**config.mk**
```make
export PLATFORM = sky130hd
export DESIGN_NAME = bank_map_top
export DESIGN_NICKNAME = d
export VERILOG_FILES = /design/src/rtl/bank_map_pkg.sv /design/src/rtl/bank_map_select.sv /design/src/rtl/bank_map_fold.sv /design/src/rtl/bank_map_ptr.sv /design/src/rtl/bank_map_top.sv
export SDC_FILE = /design/constraint.sdc
export NUM_CORES = 1
export LEC_CHECK = 0
export CORE_UTILIZATION = 42
export DETAILED_ROUTE_END_ITERATION = 16
export PLACE_DENSITY = 0.82
export SLEW_MARGIN = 20
export SYNTH_ARGS = -nofsm -noshare
export SYNTH_HDL_FRONTEND = slang
export SYNTH_SLANG_ARGS = --single-unit
```
**constraint.sdc**
```tcl
create_clock -name clk_i -period 2.6 [get_ports clk_i]
set_input_delay 0.26 -clock clk_i [delete_from_list [all_inputs] [get_ports clk_i]]
set_output_delay 0.26 -clock clk_i [all_outputs]
set_load 0.1 [all_outputs]
```
**src/rtl/bank_map_pkg.sv**
```systemverilog
package bank_map_pkg;
  localparam int OFS_W    = 7;
  localparam int BANK_W   = 2;
  localparam int DATA_W   = 8;
  localparam int ADDR_W   = OFS_W + BANK_W;
  localparam int NUM_CORE = 5;

  localparam logic [OFS_W-1:0] COMMON_BASE = 7'h70;
  localparam logic [ADDR_W-1:0] PTR_LOC    = 9'h004;
  localparam logic [OFS_W-1:0] CORE_OFS [NUM_CORE] = '{7'h02, 7'h03, 7'h04, 7'h0A, 7'h0B};

  function automatic logic is_hole(input logic [ADDR_W-1:0] a);
    case (a) inside
      9'h00D, [9'h018:9'h01D],
      9'h08D, [9'h08F:9'h09E],
      9'h105, 9'h109, 9'h10C,
      9'h185, 9'h189, [9'h18C:9'h19F]: return 1'b1;
      default:                         return 1'b0;
    endcase
  endfunction
endpackage

```
**src/rtl/bank_map_select.sv**
```systemverilog
module bank_map_select
  import bank_map_pkg::*;
#(
  parameter int OW = OFS_W,
  parameter int BW = BANK_W,
  parameter int DW = DATA_W,
  localparam int AW = OW + BW
) (
  input  logic [OW-1:0] ofs_i,
  input  logic [BW-1:0] bank_i,
  input  logic          ind_bank_i,
  input  logic [DW-1:0] ptr_i,
  output logic [AW-1:0] eff_o,
  output logic          null_o
);
  logic use_ptr;
  assign use_ptr = (ofs_i == '0);
  assign eff_o   = use_ptr ? {ind_bank_i, ptr_i} : {bank_i, ofs_i};
  // alias seen through the pointer resolves to nothing
  assign null_o  = (eff_o[OW-1:0] == '0);
endmodule

```
**src/rtl/bank_map_fold.sv**
```systemverilog
module bank_map_fold
  import bank_map_pkg::*;
#(
  parameter int OW = OFS_W,
  parameter int BW = BANK_W,
  localparam int AW = OW + BW
) (
  input  logic [AW-1:0] eff_i,
  output logic [AW-1:0] loc_o,
  output logic          hole_o
);
  logic [OW-1:0]       ofs;
  logic [NUM_CORE-1:0] core_hit;
  logic                shared;

  assign ofs = eff_i[OW-1:0];

  for (genvar g = 0; g < NUM_CORE; g++) begin : g_core
    assign core_hit[g] = (ofs == CORE_OFS[g]);
  end

  assign shared = (ofs >= COMMON_BASE) || (|core_hit);
  assign hole_o = !shared && is_hole(eff_i);
  assign loc_o  = shared ? {{BW{1'b0}}, ofs} : eff_i;
endmodule

```
**src/rtl/bank_map_ptr.sv**
```systemverilog
module bank_map_ptr
  import bank_map_pkg::*;
#(
  parameter int DW = DATA_W
) (
  input  logic          clk_i,
  input  logic          rst_ni,
  input  logic          load_i,
  input  logic [DW-1:0] data_i,
  output logic [DW-1:0] ptr_o
);
  always_ff @(posedge clk_i or negedge rst_ni) begin
    if (!rst_ni)     ptr_o <= '0;
    else if (load_i) ptr_o <= data_i;
  end

  assert_ptr_hold_R8: assert property (@(posedge clk_i) disable iff (!rst_ni)
    !load_i |=> $stable(ptr_o));
  assert_ptr_load_R8: assert property (@(posedge clk_i) disable iff (!rst_ni)
    load_i |=> ptr_o == $past(data_i));
endmodule

```
**src/rtl/bank_map_top.sv**
```systemverilog
module bank_map_top
  import bank_map_pkg::*;
#(
  parameter int OW = OFS_W,
  parameter int BW = BANK_W,
  parameter int DW = DATA_W,
  localparam int AW = OW + BW
) (
  input  logic          clk_i,
  input  logic          rst_ni,
  input  logic          req_i,
  input  logic          we_i,
  input  logic [OW-1:0] ofs_i,
  input  logic [BW-1:0] bank_i,
  input  logic          ind_bank_i,
  input  logic [DW-1:0] wdata_i,
  output logic [AW-1:0] phys_addr_o,
  output logic          valid_o,
  output logic          rd_zero_o,
  output logic          wr_en_o,
  output logic          wr_drop_o,
  output logic [DW-1:0] ptr_o
);
  logic [AW-1:0] eff_w, loc_w;
  logic          null_w, hole_w, hit, ptr_load;

  bank_map_select #(.OW(OW), .BW(BW), .DW(DW)) u_sel (
    .ofs_i(ofs_i), .bank_i(bank_i), .ind_bank_i(ind_bank_i), .ptr_i(ptr_o),
    .eff_o(eff_w), .null_o(null_w)
  );

  bank_map_fold #(.OW(OW), .BW(BW)) u_fold (
    .eff_i(eff_w), .loc_o(loc_w), .hole_o(hole_w)
  );

  assign hit         = req_i && !null_w && !hole_w;
  assign valid_o     = hit;
  assign rd_zero_o   = req_i && !hit;
  assign wr_en_o     = hit && we_i;
  assign wr_drop_o   = req_i && we_i && hole_w;
  assign phys_addr_o = hit ? loc_w : '0;
  assign ptr_load    = wr_en_o && (loc_w == PTR_LOC);

  bank_map_ptr #(.DW(DW)) u_ptr (
    .clk_i(clk_i), .rst_ni(rst_ni), .load_i(ptr_load), .data_i(wdata_i), .ptr_o(ptr_o)
  );

  assert_alias_null_R3: assert property (@(posedge clk_i) disable iff (!rst_ni)
    (req_i && ofs_i == '0 && ptr_o[OW-1:0] == '0) |-> (rd_zero_o && !wr_en_o && !wr_drop_o));
  assert_common_fold_R4: assert property (@(posedge clk_i) disable iff (!rst_ni)
    (req_i && ofs_i >= COMMON_BASE) |-> (valid_o && phys_addr_o == {{BW{1'b0}}, ofs_i}));
  assert_hole_write_R7: assert property (@(posedge clk_i) disable iff (!rst_ni)
    wr_drop_o |-> (!wr_en_o && !valid_o && rd_zero_o));
  assert_idle_quiet_R9: assert property (@(posedge clk_i) disable iff (!rst_ni)
    !req_i |-> !(valid_o || rd_zero_o || wr_en_o || wr_drop_o));
endmodule

```
==> reports/results.ini, run 1 <==
[floorplan]
ios = 43
row_count = 17
dieWidth_um = 50.11
die_y_um = 50.11
initial_core_util = 0.4437

[synth]
yosys.area.top_type = dfrtp_1
ys_ff_latch = 8
synth_edf_count = 0
syn_nets = 140
netlist_area_um2 = 972.2
synth_top_cells_by_count = nor3_1, dfrtp_1, nor2_1
yosys_warnings = 0
yosysSeqAreaShare = 0.2059
avgSynthCellArea_um2 = 8.239
postSynth.asyncResetShare = 1.000
yosys.area.top_type_share = 0.2059
synth_cells = 118
ys_types = 44
yosys-top-cells-area = dfrtp_1, nor3_1, mux2_1
synth_most_common_cell = nor3_1
synthFlopType = dfrtp_1

[placed_design]
io_buffers = 42
place_hpwl_mm = 3.575
place.gp.congestion = 0.9254
dpl_worst_slack_ns = -0.4952
place_area_um2 = 2019

[outcome]
lastStage = clock tree synthesis (4_1_cts)
outcome = aborted with a tool error
stop_error = [ERROR DPL-0038] Utilization greater than 100%, impossible to legalize

[clocking]
cts_hold_repair.buffers = 0
root_buffer = clkbuf_4
cts-resized-gates = 47
clk_path_buf_depth = 2
h-tree-depth = 1
cts_setup_buffers = 8
clock-sinks = 8
cts_buffers = 3

logic make-up after synthesis:
| kind of cell | share of synthesized area |
|---|---|
| DFF | 0.2059 |
| and+or+nand+nor | 0.3089 |
| muxes | 0.1133 |
| AOI/OAI and AO/OA | 0.2883 |
| buffers and inverters | 0.08365 |
stage by stage:
stage                 util  hold WS (ns)  setup TNS (ns)  cells
floorplan                -      -0.03557          -1.921    118
global placement    0.9218        0.5444          -3.488    221
detailed placement  0.9218        0.5607          -6.655    221
==> run 2, diff against run 1 <==
CORE_AREA = 2 2 63 65   (was default)
CORE_UTILIZATION = default   (was 42)
DIE_AREA = 0 0 65 67   (was default)
PLACE_DENSITY = default   (was 0.82)
PLACE_DENSITY_LB_ADDON = 0.15   (was default)
==> run 2 against run 1 <==
Synthesized cell count unchanged. Area after synthesis unchanged. The flow now finishes, with violations (setup timing).
==> reports/results.ini, run 2 <==
[cells_and_area]
top_register = u_ptr.ptr_o
top_regs = u_ptr.ptr_o x8
largest_reg_flops = 8
nets = 236
drive_gt1_frac = 0.6651
antenna_cells = 0
post-route-util = 0.6447
final_cell_mix = buf_4, clkdlybuf4s50_1, buf_12
syn_to_final_growth_pct = 139.1
final_common_cell = buf_4

[synth]
syn_nets = 140
synth_cells = 118
synthFlopType = dfrtp_1
ys_ff_latch = 8
yosysSeqAreaShare = 0.2059
yosys.area.top_type = dfrtp_1
netlist_area_um2 = 972.2
avgSynthCellArea_um2 = 8.239
synth_edf_count = 0
yosys_warnings = 0
synth_most_common_cell = nor3_1
ys_types = 44
synth_top_cells_by_count = nor3_1, dfrtp_1, nor2_1
postSynth.asyncResetShare = 1.000
yosys.area.top_type_share = 0.2059
yosys-top-cells-area = dfrtp_1, nor3_1, mux2_1

[placed_design]
dpl_worst_slack_ns = -0.5200
io_buffers = 42
place_hpwl_mm = 3.034
place.gp.congestion = 0.8447

[routing]
wl_per_cell_um = 14.21
drtIter0Drc = 28
dr.pass1.iters = 6
drc_errors = 0
vias_per_cell = 5.092
postRouteAntennaNets = 0
wirelength_mm = 3.695
dr_total_vias = 1324

[setup_path]
crit_buf_inv = 3
critPathTopFamily = simple AND/OR/NAND/NOR gates
criticalPathCategory = flop to output pin
endpoint_kind = output pin
path_max_fanout = 6
cp.arrival_ns = 2.35
crit_required_ns = 2.34
crit_slowest_cell = dfrtp_4
startpoint_type = flop
worstPathCellList = or2_4 > nor4_4 > o21ai_2 > or4_1 > o211ai_2 > buf_6 > buf_6 > nor3_4 > buf_12
critPathMostFrequentCell = buf_6
cpPeakStageDelay_ns = 0.49

[floorplan]
core-area_um2 = 3606
row_count = 22
die_y_um = 67
initial_core_util = 0.2696
dieWidth_um = 65
ios = 43
die_area_um2 = 4355

[power]
powerDensity_nw_per_um2 = 313.9
ir_drop_mv = 0.3115
power_leakage_uw = 0.0009650
power_uw = 729.8

[clocking]
clock-sinks = 8
tritoncts = built
insertion_delay_ns = 0.22
clk_pin_slew_ns = 0.04
root_buffer = clkbuf_8
clk_path_buf_depth = 2
cts_hold_repair.buffers = 0
h-tree-depth = 1
cts_buffers = 3

[grt]
antenna_found_initial = 0
overflow = 0
grt_usage = 0.1822
grt_pass1_vias = 1343
grt_pass1_wl_mm = 6.223
grt_max_degree = 10

[run]
cap_violations = 0

[outcome]
violations = setup timing
outcome = finished, violations left

[timing]
slew_headroom = 0.7521
setup_tns_ns = -0.01615
period_minus_slack_ns = 2.613
finalMaxSlewViolations = 0
setup_viol = 2
post-route-period-util = 1.005
rsz0062_at_grt = yes
fmax_ghz = 0.3826
holdWs_ns = 0.3215
worstMarginPinSlew_ns = 0.3707
finalWorstSetupSlack_ns = -0.01338
skew_ns = 0.001011
finalHoldViolCount = 0

[worst_hold_path]
hold_path.class = input port to asynchronous set/reset pin

==> run 2: cell counts after synthesis <==
No cell type changed its count.
==> run 2: final timing paths <==
check,start,end,slack [ns],cells after the start
worst max-delay path,u_ptr.ptr_o[6]$_DFFE_PN0P_,phys_addr_o[0],-0.01,9
worst min-delay path,rst_ni,u_ptr.ptr_o[0]$_DFFE_PN0P_,0.32,1
worst max register to register,u_ptr.ptr_o[0]$_DFFE_PN0P_,u_ptr.ptr_o[2]$_DFFE_PN0P_,0.33,6
worst min register to register,u_ptr.ptr_o[2]$_DFFE_PN0P_,u_ptr.ptr_o[2]$_DFFE_PN0P_,0.58,1
max in group asynchronous,rst_ni,u_ptr.ptr_o[5]$_DFFE_PN0P_,1.98,1
min in group clk_i,u_ptr.ptr_o[2]$_DFFE_PN0P_,u_ptr.ptr_o[2]$_DFFE_PN0P_,0.58,1
==> run 2: cell families after synthesis <==
family,synth area share
AO/OA/AOI/OAI,0.2883
buffers and inverters,0.08365
flip-flops,0.2059
multiplexers,0.1133
AND/OR/NAND/NOR,0.3089
==> run 2: routing by layer <==
layer / vias up / share of wire / GRT usage
met2: 46 / 0.54 / 0.3441
met4: 0 / 0.012 / 0.05585
li1: 651 / - / -
met3: 4 / 0.045 / 0.01351
met1: 623 / 0.40 / 0.2178
met5: - / 0 / 0
==> run 2: metrics by stage <==
step	cell area, um2	cells
2_1_floorplan	1189	118
3_3_place_gp	2039	242
3_5_place_dp	2039	242
4_1_cts	2205	254
5_1_grt	2325	260
6_report	2325	260
==> run 2: worst reg2reg max path, delay by kind of cell, from the launching register on <==
family | cells | cell delay (ns)
and+or+nand+nor | 3 | 0.85
DFF | 1 | 0.49
muxes | 1 | 0.32
AOI/OAI and AO/OA | 1 | 0.30
buffers and inverters | 1 | 0.18
==> run 2: layout make-up <==
cell class              instances  area (um2)
clock buffers                   3       41.29
repair buffers                 99       982.2
well taps                      48       60.06
fillers                       293        1281
multi-input cells              98       996.0
inverters                       4       15.01
flip-flops and latches          8       230.2
==> run 2: report_power, final <==
group / switching [uW] / internal, uW
Clock: 41.6 / 99.6
Combinational: 260 / 184
Sequential: 10.2 / 135
==> run 2: timing repair <==
action | in CTS | in global routing
buffers inserted | 9 | 6
setup endpoints to repair | 13 | 13
endpoints found under the hold margin | 0 | 0
gates resized for setup | 40 | 25
pin swaps | 13 | 16
cloned | 0 | 1
No activity file was read; power rests on OpenSTA's default activity.
==> run 3, diff against run 2 <==
CTS_BUF_LIST = sky130_fd_sc_hd__clkbuf_4 sky130_fd_sc_hd__clkbuf_8   (was default)
==> results of run 3 <==
The final DEF is identical to that of run 2; final timing and power are the same.
==> run 4, diff against run 3 <==
--- a/config.mk
+++ b/config.mk
@@ -12,2 +12,3 @@
 export PLACE_DENSITY_LB_ADDON = 0.15
+export SKIP_CTS_REPAIR_TIMING = 1
 export SLEW_MARGIN = 20
==> constraint.sdc (replaced) <==
create_clock -name clk_i -period 2.6 [get_ports clk_i]
set_input_delay 0.52 -clock clk_i [delete_from_list [all_inputs] [get_ports clk_i]]
set_output_delay 0.52 -clock clk_i [all_outputs]
set_load 0.1 [all_outputs]
==> run 4 against run 3 <==
The flow still finishes with violations (setup timing). Highest routed layer unchanged. Via count grew 3.4%. Utilization is 1.6 points higher. Sequential share of layout area is 0.97 points lower. Combinational power is 5.0% higher.
==> reports/results.ini, run 4 (synthesis results as in run 2) <==
[grt]
antenna_found_initial = 0
grt_max_degree = 10
overflow = 0
grt_usage = 0.1690
grt_pass1_vias = 1266
grt_pass1_wl_mm = 5.706

[timing]
post-route-period-util = 1.225
rsz0062_at_grt = yes
setup_viol = 13
worstMarginPinSlew_ns = 0.3924
finalWorstSetupSlack_ns = -0.5855
setup_tns_ns = -7.042
finalHoldViolCount = 0
fmax_ghz = 0.3139
skew_ns = 0.001086
period_minus_slack_ns = 3.186
finalMaxSlewViolations = 0
slew_headroom = 0.7375

[clocking]
h-tree-depth = 1
tritoncts = built
insertion_delay_ns = 0.23
root_buffer = clkbuf_8
cts_buffers = 3
clk_path_buf_depth = 2
clock-sinks = 8
clk_pin_slew_ns = 0.04

[cells_and_area]
largest_reg_flops = 8
final_common_cell = buf_4
top_register = u_ptr.ptr_o
final_cell_mix = buf_4, buf_12, clkdlybuf4s50_1
nets = 242
syn_to_final_growth_pct = 145.0
antenna_cells = 0
drive_gt1_frac = 0.6743
top_regs = u_ptr.ptr_o x8

[setup_path]
endpoint_kind = output pin
critPathLaunch = ofs_i[1]
reg2reg_from = u_ptr.ptr_o[1]$_DFFE_PN0P_
critPathCapture = phys_addr_o[8]
r2r_cells = 6
r2r_slack_ns = 0.24
regToRegEndpoint = u_ptr.ptr_o[6]$_DFFE_PN0P_
cp.arrival_ns = 2.67
path_max_fanout = 7
crit_required_ns = 2.08
startpoint_type = input port
criticalPathCategory = input port to output pin

[outcome]
outcome = finished, violations left
violations = setup timing

[routing]
drc_errors = 0
dr.pass1.iters = 4
wl_per_cell_um = 15.45
postRouteAntennaNets = 0
wirelength_mm = 4.111
drtIter0Drc = 33
vias_per_cell = 5.147
dr_total_vias = 1369

[floorplan]
row_count = 22
die_y_um = 67
initial_core_util = 0.2696
dieWidth_um = 65
ios = 43
die_area_um2 = 4355
core-area_um2 = 3606

[power]
power_uw = 753.1
power_leakage_uw = 0.0009976
powerDensity_nw_per_um2 = 316.1
ir_drop_mv = 0.2537

[worst_hold_path]
hold_path.class = input port to asynchronous set/reset pin

[run]
cap_violations = 0

[placed_design]
io_buffers = 42
place_hpwl_mm = 3.013
place.gp.congestion = 0.9670

[run 4: cell types whose count changed in the layout (fill, tap and decap cells not counted), moves of 3 or more]
cell / delta
buf_12: +3
buf_4: +8
buf_6: -6
dfrtp_2: +7
dfrtp_4: -7
[run 4: through the flow]
step	util	std cells	setup slack, ns	cell area (um2)	hold slack [ns]
2_1_floorplan	-	118	-0.6542	1190	0.2244
3_3_place_gp	0.5951	255	-0.9832	2146	0.5712
3_5_place_dp	0.5951	255	-1.014	2146	0.5802
4_1_cts	0.6065	258	-1.035	2187	0.5765
5_1_grt	0.6607	266	-0.6656	2382	0.5940
6_report	0.6607	266	-0.5855	2382	0.5712
[run 4: layout make-up]
type / count / area (um2)
Clock buffer: 3 / 41.29
Inverter: 4 / 15.01
Sequential cell: 8 / 212.7
Multi-Input combinational cell: 98 / 1010
Timing Repair Buffer: 105 / 1044
Tap cell: 48 / 60.06
Fill cell: 295 / 1224
[run 4: worst max-delay path, cell delays in order]
cell and delay [ns]:
buf_6 0.09, buf_8 0.12, nor4_4 0.34, buf_4 0.20
a211oi_2 0.04, o31a_1 0.30, o211ai_1 0.19, o211ai_4 0.17
buf_12 0.17, nor4_4 0.30, buf_12 0.21
[run 4: worst min path at each step]
stage / endpoint / start / slack [ns]
after detailed placement: u_ptr.ptr_o[1]$_DFFE_PN0P_ / u_ptr.ptr_o[1]$_DFFE_PN0P_ / 0.58
after CTS: u_ptr.ptr_o[1]$_DFFE_PN0P_ / rst_ni / 0.58
after global placement: u_ptr.ptr_o[1]$_DFFE_PN0P_ / u_ptr.ptr_o[1]$_DFFE_PN0P_ / 0.57
after floorplan: u_ptr.ptr_o[0]$_DFFE_PN0P_ / rst_ni / 0.22
final: u_ptr.ptr_o[4]$_DFFE_PN0P_ / rst_ni / 0.57
after global routing: u_ptr.ptr_o[1]$_DFFE_PN0P_ / rst_ni / 0.59
[run 4: per-layer routing]
metal | vias up | share of wire | global-route usage
li1 | 663 | - | -
met1 | 645 | 0.39 | 0.2088
met2 | 51 | 0.53 | 0.3028
met3 | 10 | 0.058 | 0.01182
met4 | 0 | 0.020 | 0.06915
met5 | - | 0 | 0
[run 4: report_power, final]
group	total (uW)	internal [uW]	switching (uW)	leakage, uW
clock network	146	100	45.9	0.0000216
logic	465	195	269	0.000879
registers	143	133	10.1	0.0000971
total	753	428	325	0.000998
